## config.mk

```make
export PLATFORM = sky130hd
export DESIGN_NAME = conv_stall_ctrl
export DESIGN_NICKNAME = d
export VERILOG_FILES = /design/src/rtl/conv_stall_pkg.sv /design/src/rtl/conv_stall_fsm.sv /design/src/rtl/conv_stall_dp.sv /design/src/rtl/conv_stall_ctrl.sv
export SDC_FILE = /design/constraint.sdc
export NUM_CORES = 1
export LEC_CHECK = 0
export BUFFER_PORTS_ARGS = -buffer_cell sky130_fd_sc_hd__buf_2
export CAP_MARGIN = 20
export CORE_UTILIZATION = 59
export CTS_CLUSTER_DIAMETER = 100
export CTS_CLUSTER_SIZE = 25
export DETAILED_ROUTE_END_ITERATION = 8
export GPL_TIMING_DRIVEN = 0
export PLACE_DENSITY = 0.81
export SLEW_MARGIN = 20
export SYNTH_ARGS = -nofsm -noshare
export SYNTH_HDL_FRONTEND = slang
export SYNTH_SLANG_ARGS = --single-unit
```

## constraint.sdc

```tcl
create_clock -name clk -period 2.73 [get_ports clk]
set_clock_uncertainty 0.05 [all_clocks]
set_input_delay 0 -clock clk [delete_from_list [all_inputs] [get_ports clk]]
set_output_delay 0 -clock clk [all_outputs]
set_load 0.02 [all_outputs]
```

## src/rtl/conv_stall_pkg.sv

```systemverilog
package conv_stall_pkg;

  typedef enum logic [1:0] {
    ST_IDLE,
    ST_SAMPLE,
    ST_TRIAL,
    ST_DONE
  } convState_t;

  typedef struct packed {
    logic sample;
    logic trial;
    logic done;
    logic abort;
    logic clrTrial;
    logic stallInc;
    logic stallClr;
  } ctlStrobes_t;

endpackage

```

## src/rtl/conv_stall_fsm.sv

```systemverilog
module conv_stall_fsm
  import conv_stall_pkg::*;
(
  input  logic        clk,
  input  logic        rstN,
  input  logic        start,
  input  logic        busBusy,
  input  logic        sampleHoldN,
  input  logic        trialHoldN,
  input  logic        lastTrial,
  input  logic        timedOut,
  output ctlStrobes_t ctl
);

  convState_t state, stateNext;
  logic sampleHeld, trialHeld;

  assign sampleHeld = busBusy && !sampleHoldN;
  assign trialHeld  = busBusy && !trialHoldN;

  always_ff @(posedge clk or negedge rstN) begin
    if (!rstN) state <= ST_IDLE;
    else       state <= stateNext;
  end

  always_comb begin
    stateNext = state;
    ctl = '0;
    unique case (state)
      ST_IDLE: begin
        if (start) stateNext = ST_SAMPLE;
      end
      ST_SAMPLE: begin
        if (!sampleHeld) begin
          ctl.sample   = 1'b1;
          ctl.clrTrial = 1'b1;
          ctl.stallClr = 1'b1;
          stateNext    = ST_TRIAL;
        end
      end
      ST_TRIAL: begin
        if (trialHeld) begin
          if (timedOut) begin
            ctl.abort = 1'b1;
            stateNext = ST_IDLE;
          end else begin
            ctl.stallInc = 1'b1;
          end
        end else begin
          ctl.trial    = 1'b1;
          ctl.stallClr = 1'b1;
          if (lastTrial) stateNext = ST_DONE;
        end
      end
      ST_DONE: begin
        ctl.done  = 1'b1;
        stateNext = ST_IDLE;
      end
      default: stateNext = ST_IDLE;
    endcase
  end

endmodule

```

## src/rtl/conv_stall_dp.sv

```systemverilog
module conv_stall_dp
  import conv_stall_pkg::*;
#(
  parameter int NUM_TRIALS     = 12,
  parameter int TIMEOUT_CYCLES = 50,
  localparam int TRIAL_W = $clog2(NUM_TRIALS + 1),
  localparam int STALL_W = $clog2(TIMEOUT_CYCLES + 1)
) (
  input  logic               clk,
  input  logic               rstN,
  input  ctlStrobes_t        ctl,
  output logic               lastTrial,
  output logic               timedOut,
  output logic [STALL_W-1:0] stallCnt,
  output logic               samplePulse,
  output logic               trialPulse,
  output logic               donePulse,
  output logic               abortPulse
);

  logic [TRIAL_W-1:0] trialCnt;

  always_ff @(posedge clk or negedge rstN) begin
    if (!rstN) begin
      trialCnt <= '0;
    end else if (ctl.clrTrial) begin
      trialCnt <= '0;
    end else if (ctl.trial) begin
      trialCnt <= trialCnt + TRIAL_W'(1);
    end
  end

  always_ff @(posedge clk or negedge rstN) begin
    if (!rstN) begin
      stallCnt <= '0;
    end else if (ctl.stallClr) begin
      stallCnt <= '0;
    end else if (ctl.stallInc) begin
      stallCnt <= stallCnt + STALL_W'(1);
    end
  end

  assign lastTrial = (trialCnt == TRIAL_W'(NUM_TRIALS - 1));
  assign timedOut  = (stallCnt == STALL_W'(TIMEOUT_CYCLES));

  always_ff @(posedge clk or negedge rstN) begin
    if (!rstN) begin
      samplePulse <= 1'b0;
      trialPulse  <= 1'b0;
      donePulse   <= 1'b0;
      abortPulse  <= 1'b0;
    end else begin
      samplePulse <= ctl.sample;
      trialPulse  <= ctl.trial;
      donePulse   <= ctl.done;
      abortPulse  <= ctl.abort;
    end
  end

endmodule

```

## src/rtl/conv_stall_ctrl.sv

```systemverilog
module conv_stall_ctrl
  import conv_stall_pkg::*;
#(
  parameter int NUM_TRIALS     = 12,
  parameter int TIMEOUT_CYCLES = 50,
  localparam int STALL_W = $clog2(TIMEOUT_CYCLES + 1)
) (
  input  logic clk,
  input  logic rstN,
  input  logic start,
  input  logic busBusy,
  input  logic sampleHoldN,
  input  logic trialHoldN,
  output logic samplePulse,
  output logic trialPulse,
  output logic donePulse,
  output logic abortPulse
);

  ctlStrobes_t        ctl;
  logic               lastTrial;
  logic               timedOut;
  logic [STALL_W-1:0] stallCnt;

  conv_stall_fsm u_fsm (
    .clk         (clk),
    .rstN        (rstN),
    .start       (start),
    .busBusy     (busBusy),
    .sampleHoldN (sampleHoldN),
    .trialHoldN  (trialHoldN),
    .lastTrial   (lastTrial),
    .timedOut    (timedOut),
    .ctl         (ctl)
  );

  conv_stall_dp #(
    .NUM_TRIALS     (NUM_TRIALS),
    .TIMEOUT_CYCLES (TIMEOUT_CYCLES)
  ) u_dp (
    .clk         (clk),
    .rstN        (rstN),
    .ctl         (ctl),
    .lastTrial   (lastTrial),
    .timedOut    (timedOut),
    .stallCnt    (stallCnt),
    .samplePulse (samplePulse),
    .trialPulse  (trialPulse),
    .donePulse   (donePulse),
    .abortPulse  (abortPulse)
  );

endmodule

```

=== Yosys cells after proc, flatten, opt, wreduce, memory -nomap -nowiden ===
Cells that the tools add are included.

* Equal/unequal tests: 9
* Reductions and logical operators: 8
* Add/sub/neg operators: 2
* Muxes and demuxes: 22

{| class="wikitable"
|+ Operator list
! kind !! number
|-
| 2-to-1 mux 6 bit || 2
|-
| 2-to-1 mux 1 bit || 11
|-
| 2-to-1 mux 2 bit || 5
|-
| 2-to-1 mux 4 bit || 2
|-
| one-hot mux 2 bit (4 select lines) || 1
|-
| adder 6 x 1 -> 6 bit (second input constant) || 1
|-
| == test 6 bit (second input constant) || 1
|-
| adder 4 x 1 -> 4 bit (second input constant) || 1
|-
| == test 2 bit (second input constant) || 2
|-
| == test 4 bit (second input constant) || 1
|-
| inequality test 2 bit (second input constant) || 2
|-
| AND reduction 4 bit || 1
|-
| nonzero test 2 bit || 2
|-
| inequality test 3 x 2 -> 1 bit (second input constant) || 1
|-
| inequality test 3 bit (second input constant) || 1
|-
| == test 2 x 1 -> 1 bit (second input constant) || 1
|-
| logical AND 1 bit || 2
|-
| logical NOT 1 bit || 2
|-
| logical NOT 2 bit || 1
|-
| one-hot mux 1 bit (2 select lines) || 1
|}

* Register bits after elaboration: 16
* Input port bits: 6

=== Longest topological paths before layout ===
Gate-level depths: netlist of the first run.

* Depth after elaboration: 6
* Mapped depth: 7

=== Modules after synthesis ===
A second synthesis of the first run with hierarchy kept.

* Cells, all modules: 74
* Area, all modules: 815.8 um2

{| class="wikitable"
|+ Modules (own cells, without submodules)
! module !! times used !! cells each !! area an instance (um2)
|-
| conv_stall_dp || 1 || 48 || 578.1
|-
| conv_stall_fsm || 1 || 26 || 237.7
|}

=== Worst setup path before layout of the first run ===
Ideal clock, no wire load.

* Kind: register to register
* Start: register u_fsm.state[0]
* End: register u_fsm.state[0]
* Slack: 1.062 ns
* Stages on the path, launching flop included: 8
* Library setup time: 0.079 ns
* Period minus slack after synthesis: 1.668 ns
* Data arrival time: 1.539 ns
* Path buffers: 1
* Cells stage by stage: dfrtp_1 -> inv_1 -> ha_1 -> buf_2 -> nand3b_1 -> a31oi_2 -> a311o_1 -> mux2i_1

* Cells in the longest elaborated chain, start to end: 3
* Elaborated cells on any way between the ends: 10
* Classes of those cells: eq/ne (7); mux (1); reduce/logical (2)

{| class="wikitable"
|+ Ends and longest elaborated chain
! what !! line !! RTL
|-
| start, declared || conv_stall_fsm.sv:15 || <nowiki>convState_t state, stateNext;</nowiki>
|-
| start signal, assigned || conv_stall_fsm.sv:23 || <nowiki>else state <= stateNext;</nowiki>
|-
| == test 2 bit (tied with other cells) || conv_stall_fsm.sv:29 || <nowiki>unique case (state)</nowiki>
|-
| inequality test 3 bit (no source line) (tied with other cells) || -- ||
|-
| AND reduction 4 bit (no source line) || -- ||
|}

Several ways; a longest one is shown, not always the timed one.
A chain may end at the register's enable or synchronous reset.

=== Worst setup path in the final report of the first run ===
Ends and elaborated chain as after synthesis.

==> results_dict.tcl, run 1 <==
set metrics [dict create \
    synth_commonest_cells "16 x dfrtp_1, 10 x nor2_1, 7 x ha_1, 7 x inv_1" \
    core-area_um2 1320 \
    leakagePower_nw 0.484 \
    grt_pass1_vias 518 \
    cts_tree "yes" \
    grt-busiest-layer "met2" \
    dp_hpwl_um 1150 \
    synth_top_area_share_pct 46.8 \
    synth_edf_count 0 \
    cts-htree-levels 1 \
    grt_remaining_overflow 0 \
    fp.dieW_um 40.1 \
    final_layout_size_suffix_gt1_share_pct 18.9 \
    netlist_instances 81 \
    ys_seq_area_share_pct 46.8 \
    hold_class "primary input to flop" \
    gr-usage-met1_pct 26.8 \
    timing.rr.start "u_fsm.state[0]" \
    vias 594 \
    cpPeakStageDelay_ps 410 \
    clkPwrFrac_pct 20.0 \
    antenna_found_initial 0 \
    reg2reg_depth 7 \
    syn_nets 94 \
    first_iter_violations 9 \
    io_pins 10 \
    area_delta_synth_final_pct 12.9 \
    worstPathArrival_ps 2040 \
    gp_congestion 0.696 \
    period_share_pct 69.3 \
    ys_types 26 \
    slowest_stage "dfrtp_1" \
    synth_simple_gate_area_share_pct 18.4 \
    slew_viol_final 0 \
    cts_buffers 3 \
    reg2reg_slack_ps 840 \
    path_clk_slew_ps 100 \
    io_buffers 9 \
    yosysMostFrequentCell "dfrtp_1" \
    drtPass1Iterations 2 \
    placed_area_um2 920 \
    die-area_um2 1610 \
    period_needed_ps 1890 \
    holdPathStages 4 \
    maxCapViolCount 0 \
    crit_fanout 9 \
    final_nets 109 \
    ir_worst_vdd_mv 0.559 \
    yosys_warnings 0 \
    seqPwrFrac_pct 43.4 \
    yosys-top-cells-area "dfrtp_1 47%, ha_1 10%, xor2_1 5.1%" \
    syn_area_per_cell_um2 10.6 \
    gr-usage-met2_pct 38.3 \
    cts_root_buf "clkbuf_4" \
    wire_per_inst_um 13.3 \
    p_comb_share_pct 36.6 \
    p_sw_share_pct 37.3 \
    reg2reg_to "u_fsm.state[0]" \
    syn_area_um2 856 \
    path_cells "inv_1 -> ha_1 -> buf_2 -> nand3b_1 -> a31oi_2 -> a311o_1 -> mux2i_1" \
    met3_usage_pct 5.00 \
    path_delay_family "compound AO/OA/AOI/OAI gates" \
    hold_violations 0 \
    outcome "finished, final reports clean" \
    synth_compound_gate_area_share_pct 11.1 \
    grt_max_degree 17 \
    worstSetupStartpointType "flop" \
    synth_top_area_cell "dfrtp_1" \
    synth-xor-area-share_pct 8.19 \
    die_height_um 40.1 \
    synthAdderAreaFrac_pct 10.2 \
    fin_tns_setup_ps 0 \
    n_fill_cell 103 \
    required_ps 2880 \
    async_flop_share_pct 100 \
    clk_path_buf_depth 2 \
    rsz0062_at_grt "false" \
    fin_area_um2 966 \
    setup_viol 0 \
    track_usage_pct 22.5 \
    initial_core_util_pct 65.0 \
    synth_top_family_by_area "simple AND/OR/NAND/NOR gates" \
    worstHoldStart "start" \
    synthFlopType "dfrtp_1" \
    routed_wl_um 1460 \
    ys_ff_latch 16 \
    ant_nets 0 \
    multi_input_area_um2 420 \
    synth.mux.area_fraction_pct 1.17 \
    cts.repair.resized 0 \
    via_per_inst 5.40 \
    critical_path_class "flop to flop" \
    ff_latch_area_um2 400 \
    row_count 13 \
    worstSetupEndpointType "flop" \
    p_int_uw 483 \
    max-slew-margin-rel_pct 65.3 \
    antennaDiodeCount 0 \
    timing.fmax_ghz 0.529 \
    worst_slew_pin_slew_ps 520 \
    drc 0 \
    power.switching_uw 287 \
    clock_sinks 16 \
    hold_path_end "u_fsm.state[1]" \
    clk_latency_ps 280 \
    p_per_area_nw_per_um2 797 \
    grt_pass1_wl_um 2280 \
    worst-path-buf-inv 2 \
]
state kept, by name, summed over array words and instances, names as in the netlist:
name	flops
u_dp.abortPulse	1
u_dp.donePulse	1
u_dp.samplePulse	1
u_dp.stallCnt	6
u_dp.trialCnt	4
u_dp.trialPulse	1
u_fsm.state	2
routing by layer:
| layer | wire, um | vias up |
|---|---|---|
| met2 | 734 | 6 |
| met5 | 0 | - |
| met4 | 11 | 0 |
| met3 | 28 | 2 |
| met1 | 688 | 278 |
| li1 | - | 308 |
kinds of logic after synthesis:
group	count (synthesis)
AND/OR/NAND/NOR	29
AO/OA/AOI/OAI	11
flip-flops	16
XOR/XNOR	8
buffers and inverters	9
adder cells (fa/ha/maj)	7
multiplexers	1
worst min-delay path: stages:
cell      delay, ps
buf_2            80
o22ai_1          80
nand2_1          80
o311ai_2         90
worst max-delay path by stage:
stage,startpoint,endpoint,depth (start not counted)
after floorplan,u_fsm.state[0],u_fsm.state[0],7
after global placement,u_fsm.state[0],u_fsm.state[0],7
after detailed placement,u_fsm.state[0],u_fsm.state[0],7
after CTS,u_fsm.state[0],u_fsm.state[0],7
after global routing,u_fsm.state[0],u_fsm.state[0],7
final,u_fsm.state[0],u_fsm.state[0],7
layout make-up:
class | instances | area share (%)
well taps | 15 | 1.94
inverters | 8 | 3.11
clock buffers | 4 | 3.76
flip-flops and latches | 16 | 41.5
multi-input cells | 56 | 43.5
repair buffers | 10 | 5.70
plain buffers | 1 | 0.518
through the flow:
| step | setup WS [ps] | hold WS [ps] | instances | power, mW | utilization (%) |
|---|---|---|---|---|---|
| finish | 838 | 36.1 | 110 | 0.770 | 73.3 |
| CTS | 826 | 27.3 | 110 | 0.776 | 73.3 |
| global route | 656 | 56.9 | 110 | 0.831 | 73.3 |
| global placement | 899 | -129 | 105 | 0.608 | 69.8 |
| floorplan | 1060 | -346 | 81 | 0.546 | - |
| detailed placement | 838 | -124 | 105 | 0.624 | 69.8 |
power by group through the flow:
stage / clock network [mW] / registers [mW] / logic [mW]
2_1_floorplan: 0 / 0.352 / 0.195
3_5_place_dp: 0 / 0.340 / 0.284
6_report: 0.154 / 0.335 / 0.282
5_1_grt: 0.168 / 0.344 / 0.318
3_3_place_gp: 0 / 0.337 / 0.271
4_1_cts: 0.156 / 0.335 / 0.285
timing repair:
item / CTS / global route
endpoints found under the hold margin: 16 / 0
hold buffers: 1 / 0
setup endpoints to repair: 0 / 0
setup buffers: 0 / 0
layout by cell type, fill, tap and decap left out, types with 3 or more instances in the layout:
cell type | synthesis | layout
dfrtp_1 | 16 | 16
buf_2 | 1 | 10
nor2_1 | 10 | 10
inv_1 | 7 | 7
ha_1 | 7 | 7
nand3_1 | 5 | 5
xor2_1 | 5 | 5
nand2_1 | 4 | 4
xnor2_1 | 3 | 3
clkbuf_4 | 0 | 3
Power figures use the tool's default switching activity.
==> run 2: changes to the inputs <==
- ABC_AREA: default -> 1
- CORE_ASPECT_RATIO: default -> 1.25
- CORE_UTILIZATION: 59 -> 50
- PLACE_DENSITY: 0.81 -> 0.72
- clock period: 2.73 -> 1.62 ns (I/O delays scaled with it)
==> run 2 against run 1 <==
Compared with the run above:
- synthesized area rose by 11%
- core utilization fell by 13 points
- sequential share of layout area fell by 4.1 points
- routed wire length rose by 8.5%
==> results_dict.tcl, run 2 <==
set metrics [dict create \
    hold_violations 0 \
    placed_area_um2 1020 \
    first_iter_violations 8 \
    final_nets 141 \
    die_height_um 50.7 \
    reg2reg_slack_ps 160 \
    ys_seq_area_share_pct 42.3 \
    final_layout_size_suffix_gt1_share_pct 20.5 \
    p_int_uw 858 \
    fin_hold_ws_ps 12.2 \
    yosysMostFrequentCell "nand2_1" \
    via_per_inst 5.11 \
    final_common_cell "nand2_1" \
    yosys_warnings 0 \
    setup_viol 0 \
    path_common_cell "inv_1" \
    clk_path_buf_depth 2 \
    crit_start "u_fsm.state[0]" \
    yosys-top-cells-area "dfrtp_1 42%, nand2_1 11%, ha_1 9.2%" \
    worstSetupStartpointType "flop" \
    worstSetupEndpointType "flop" \
    row_count 17 \
    ys_ff_latch 16 \
    power.switching_uw 611 \
    fin_area_um2 1070 \
    dp_hpwl_um 1250 \
    required_ps 1780 \
    reg2reg_to "u_dp.stallCnt[0]" \
    synth_edf_count 0 \
    p_sw_share_pct 41.6 \
    cpPeakStageDelay_ps 420 \
    grt_remaining_overflow 0 \
    maxCapViolCount 0 \
    rsz0062_at_grt "false" \
    drc 0 \
    synthFlopType "dfrtp_1" \
    worstPathArrival_ps 1620 \
    reg2reg_depth 8 \
    largestRegisters "u_dp.stallCnt (6), u_dp.trialCnt (4), u_fsm.state (2)" \
    ys_types 22 \
    slowest_stage "dfrtp_1" \
    leakagePower_nw 0.601 \
    worst_slew_pin_slew_ps 362 \
    syn_area_um2 947 \
    path_cells "inv_1 -> ha_1 -> inv_1 -> nor2_2 -> nand2_4 -> inv_2 -> nand3_1 -> o21ai_1" \
    routed_wl_um 1590 \
    syn_area_per_cell_um2 8.46 \
    track_usage_pct 18.7 \
    p_per_area_nw_per_um2 1370 \
    outcome "finished, final reports clean" \
    max-slew-margin-rel_pct 75.9 \
    area_delta_synth_final_pct 13.2 \
    grt_max_degree 17 \
    worst-path-buf-inv 3 \
    timing.rr.start "u_fsm.state[0]" \
    period_share_pct 90.2 \
    clkPwrFrac_pct 17.3 \
    grt_pass1_wl_um 2640 \
    power_mw 1.47 \
    initial_core_util_pct 53.6 \
    ant_nets 0 \
    cts-htree-levels 1 \
    drtPass1Iterations 5 \
    core-area_um2 1770 \
    async_flop_share_pct 100 \
    wire_per_inst_um 10.9 \
    grt_pass1_vias 660 \
    syn_nets 125 \
    slew_viol_final 0 \
    clk_latency_ps 280 \
    n_fill_cell 172 \
    critical_path_class "flop to flop" \
    largest_register "u_dp.stallCnt" \
    path_delay_family "flip-flops" \
    post_cts_buffers 0 \
    fp.dieW_um 40.9 \
    synth_top_area_cell "dfrtp_1" \
    ir_worst_vdd_mv 0.806 \
    cts_buffers 3 \
    vias 746 \
    hold_path_end "u_dp.abortPulse" \
    antenna_found_initial 0 \
    die-area_um2 2070 \
    io_buffers 9 \
    cts_root_buf "clkbuf_4" \
    fin_util_pct 60.7 \
    largest_reg_flops 6 \
    netlist_instances 112 \
    clock_sinks 16 \
    hold_class "primary input to flop" \
    timing.fmax_ghz 0.684 \
    crit_fanout 6 \
    synth_top_area_share_pct 42.3 \
    fin_tns_setup_ps 0 \
    holdPathStages 3 \
    antennaDiodeCount 0 \
    io_pins 10 \
    period_needed_ps 1460 \
    seqPwrFrac_pct 38.6 \
    path_clk_slew_ps 90 \
    mostFrequentLayoutCells "28 x nand2_1, 16 x inv_1, 16 x dfrtp_1" \
    gp_congestion 0.821 \
    p_comb_share_pct 44.1 \
    synth_commonest_cells "28 x nand2_1, 16 x dfrtp_1, 16 x inv_1" \
    worstHoldStart "busBusy" \
    cts_tree "yes" \
]
==> run 2: cell types whose count changed after synthesis, moves of 3 or more <==
cell	before	now
inv_1	7	16
nand2_1	4	28
nand2_4	0	4
nand3_1	5	11
nand4_1	2	7
nor2_1	10	5
xnor2_1	3	0
==> run 2: metal layers <==
layer / vias up / share of wire [%] / track usage [%] / wire length [um]
met5: - / 0 / 0 / 0
met4: 0 / 1.0 / 10.0 / 16
met1: 353 / 46 / 23.6 / 730
met2: 8 / 52 / 29.2 / 820
li1: 383 / - / - / -
met3: 2 / 1.3 / 2.65 / 21
==> run 2: what timing repair did <==
action / 4_1_cts / 5_1_grt
gates resized for setup: 0 / 0
hold endpoints to repair: 17 / 0
hold buffers: 2 / 0
endpoints found under the setup margin: 0 / 0
==> run 2: worst reg2reg max path: stages (launching register included) <==
cell and delay [ps]:
dfrtp_1 420, inv_1 110, ha_1 220, inv_1 80
nor2_2 150, nand2_4 100, inv_2 120, nand3_1 80
o21ai_1 70
==> run 2: worst max-delay path by stage <==
stage / to / slack (ps) / cells past startpoint
3_3_place_gp: u_dp.stallCnt[5] / 200 / 9
6_report: u_dp.stallCnt[0] / 160 / 8
5_1_grt: u_dp.stallCnt[0] / 40 / 8
3_5_place_dp: u_dp.stallCnt[0] / 160 / 8
2_1_floorplan: u_dp.stallCnt[2] / 260 / 9
4_1_cts: u_dp.stallCnt[0] / 140 / 8
==> run 2: final cells by class <==
| class | instances | area [um2] | share of cell area [%] |
|---|---|---|---|
| clock buffers | 4 | 36.3 | 3.38 |
| repair buffers | 11 | 65.1 | 6.07 |
| well taps | 19 | 23.8 | 2.22 |
| inverters | 19 | 73.8 | 6.88 |
| multi-input cells | 77 | 473 | 44.1 |
| flip-flops and latches | 16 | 400 | 37.3 |
==> run 2: logic make-up (layout without fill, tap and decap cells) <==
family / after synthesis / after routing / share of synthesized area, %
xor gates and xnor gates: 3 / 3 / 2.77
adders and majority gates: 7 / 7 / 9.25
DFF: 16 / 16 / 42.3
AOI/OAI and AO/OA: 4 / 4 / 2.51
and+or+nand+nor: 63 / 63 / 35.4
buffers and inverters: 19 / 34 / 7.79
==> run 2: power groups by stage <==
stage | clock (mW) | combinational [mW] | sequential, mW
global placement | 0 | 0.635 | 0.573
CTS | 0.264 | 0.657 | 0.567
detailed placement | 0 | 0.651 | 0.574
global route | 0.278 | 0.740 | 0.583
finish | 0.254 | 0.647 | 0.567
floorplan | 0 | 0.489 | 0.594
==> run 2: per-stage QoR <==
stage          instances  setup slack [ps]
2_1_floorplan        112               262
3_3_place_gp         140               199
3_5_place_dp         140               159
4_1_cts              146               141
5_1_grt              146              38.0
6_report             146               158
==> run 3: changes to the inputs <==
- ABC_AREA: 1 -> default
- CORE_UTILIZATION: 50 -> 49
==> run 3 against run 2 <==
Compared with the run above:
- the run now ends with setup timing left
- sequential power shrank 1%
- clock power grew 5%
- core utilization grew 9.2 points
- worst setup slack lost 190 ps
- combinational power grew 17%
- sequential share of layout area shrank 1.5 points
- critical endpoint is now u_fsm.state[1]
- largest cell class unchanged
==> results_dict.tcl, run 3 (synthesis gave the netlist of run 1 again) <==
set metrics [dict create \
    outcome "finished, violations left" \
    violations "setup timing" \
    period_needed_ps 1660 \
    worstSetupStartpointType "flop" \
    slowest_stage "dfrtp_1" \
    row_count 16 \
    grt_pass1_vias 674 \
    required_ps 1770 \
    core-area_um2 1600 \
    ant_nets 0 \
    power_mw 1.58 \
    leakagePower_nw 0.539 \
    cts-htree-levels 1 \
    vias 664 \
    timing.fmax_ghz 0.604 \
    first_iter_violations 6 \
    worst_slew_pin_slew_ps 374 \
    cts_buffers 3 \
    die-area_um2 1920 \
    cts_root_buf "clkbuf_4" \
    worst-path-buf-inv 1 \
    drtPass1Iterations 4 \
    largestRegisters "u_dp.stallCnt (6), u_dp.trialCnt (4), u_fsm.state (2)" \
    worstPathArrival_ps 1800 \
    area_delta_synth_final_pct 30.8 \
    grt_pass1_wl_um 2920 \
    grt_max_degree 17 \
    slew_viol_final 0 \
    worst_slack_ps -36.6 \
    path_delay_family "compound AO/OA/AOI/OAI gates" \
    wire_per_inst_um 14.2 \
    final_common_cell "dfrtp_1" \
    io_buffers 9 \
    clk_path_buf_depth 2 \
    final_layout_size_suffix_gt1_share_pct 38.7 \
    largest_register "u_dp.stallCnt" \
    grt_remaining_overflow 0 \
    ir_worst_vdd_mv 0.945 \
    hold_violations 0 \
    routed_wl_um 1760 \
    max-slew-margin-rel_pct 75.1 \
    worstSetupEndpointType "flop" \
    antennaDiodeCount 0 \
    period_share_pct 102 \
    cts_tree "yes" \
    fp.dieW_um 39.4 \
    final_nets 120 \
    cpPeakStageDelay_ps 390 \
    fin_tns_setup_ps -53.9 \
    fin_util_pct 69.9 \
    antenna_found_initial 0 \
    initial_core_util_pct 53.4 \
    crit_fanout 5 \
    path_cells "inv_2 -> ha_4 -> nand3b_1 -> a31oi_4 -> a311o_1 -> o311ai_2" \
    largest_reg_flops 6 \
    clk_latency_ps 290 \
    maxCapViolCount 0 \
    setup_viol 2 \
    io_pins 10 \
    rsz0062_at_grt "true" \
    clock_sinks 16 \
    p_per_area_nw_per_um2 1410 \
    gp_congestion 0.681 \
    die_height_um 48.7 \
    via_per_inst 5.35 \
    path_clk_slew_ps 100 \
    track_usage_pct 22.8 \
    drc 0 \
    hold_class "primary input to flop" \
    critical_path_class "flop to flop" \
    dp_hpwl_um 1090 \
    mostFrequentLayoutCells "15 x dfrtp_1, 11 x buf_4, 10 x nor2_1" \
]
==> run 3: cell types whose count changed in the layout (fill, tap and decap cells not counted), sizes merged, moves of 2 or more <==
cell    delta
a21oi      +2
a311oi     +2
and3       +2
buf       +12
inv       -10
nand2     -31
nand2b     +2
nand3      -7
nand4      -5
nor2       +4
o21ai      -4
xnor2      +3
xor2       +2
==> run 3: stage by stage <==
stage	cell area [um2]	hold slack (ps)	std cells	setup WS, ps
2_1_floorplan	876	-346	81	-30.2
6_report	1120	21.0	124	-36.6
3_5_place_dp	943	-122	108	-177
3_3_place_gp	943	-126	108	-137
4_1_cts	1100	22.6	122	-11.4
5_1_grt	1120	47.1	124	-111
==> run 3: cell type report <==
class                   count  area, um2
flip-flops and latches     16        402
fillers                   121        482
repair buffers             22        149
well taps                  18       22.5
multi-input cells          56        480
inverters                   8       30.0
clock buffers               4       36.3
==> run 3: per-layer routing <==
metal	track usage, %	part of all wire, %
met3	2.75	3.5
met4	19.0	4.7
met1	28.6	43
met2	33.3	49
met5	0	0
==> run 3: timing repair <==
action,4_1_cts,5_1_grt
hold buffers,1,0
hold endpoints to repair,16,0
buffers inserted,10,2
setup endpoints to repair,8,8
resized for setup,10,2
pin swaps,5,4
==> run 3: power breakdown <==
part | internal, mW | switching (mW)
clock | 0.137 | 0.130
combinational | 0.367 | 0.389
sequential | 0.491 | 0.0697
total | 0.994 | 0.589
==> run 3: worst min-delay path, cell delays in order <==
cell,delay [ps]
buf_2,90
o22ai_2,70
nand2_1,80
o311ai_2,90
==> run 3: final timing paths <==
| check | startpoint | end | slack [ps] | cells after the start |
|---|---|---|---|---|
| min in group asynchronous | rstN | u_dp.stallCnt[1] | 90 | 2 |
| setup / recovery | u_fsm.state[0] | u_fsm.state[1] | -40 | 6 |
| hold reg to reg | u_dp.trialCnt[1] | u_dp.trialCnt[1] | 500 | 2 |
| hold / removal | start | u_fsm.state[1] | 20 | 4 |
| setup reg to reg | u_fsm.state[0] | u_fsm.state[1] | -40 | 6 |
| max in group asynchronous | rstN | u_fsm.state[1] | 1140 | 2 |
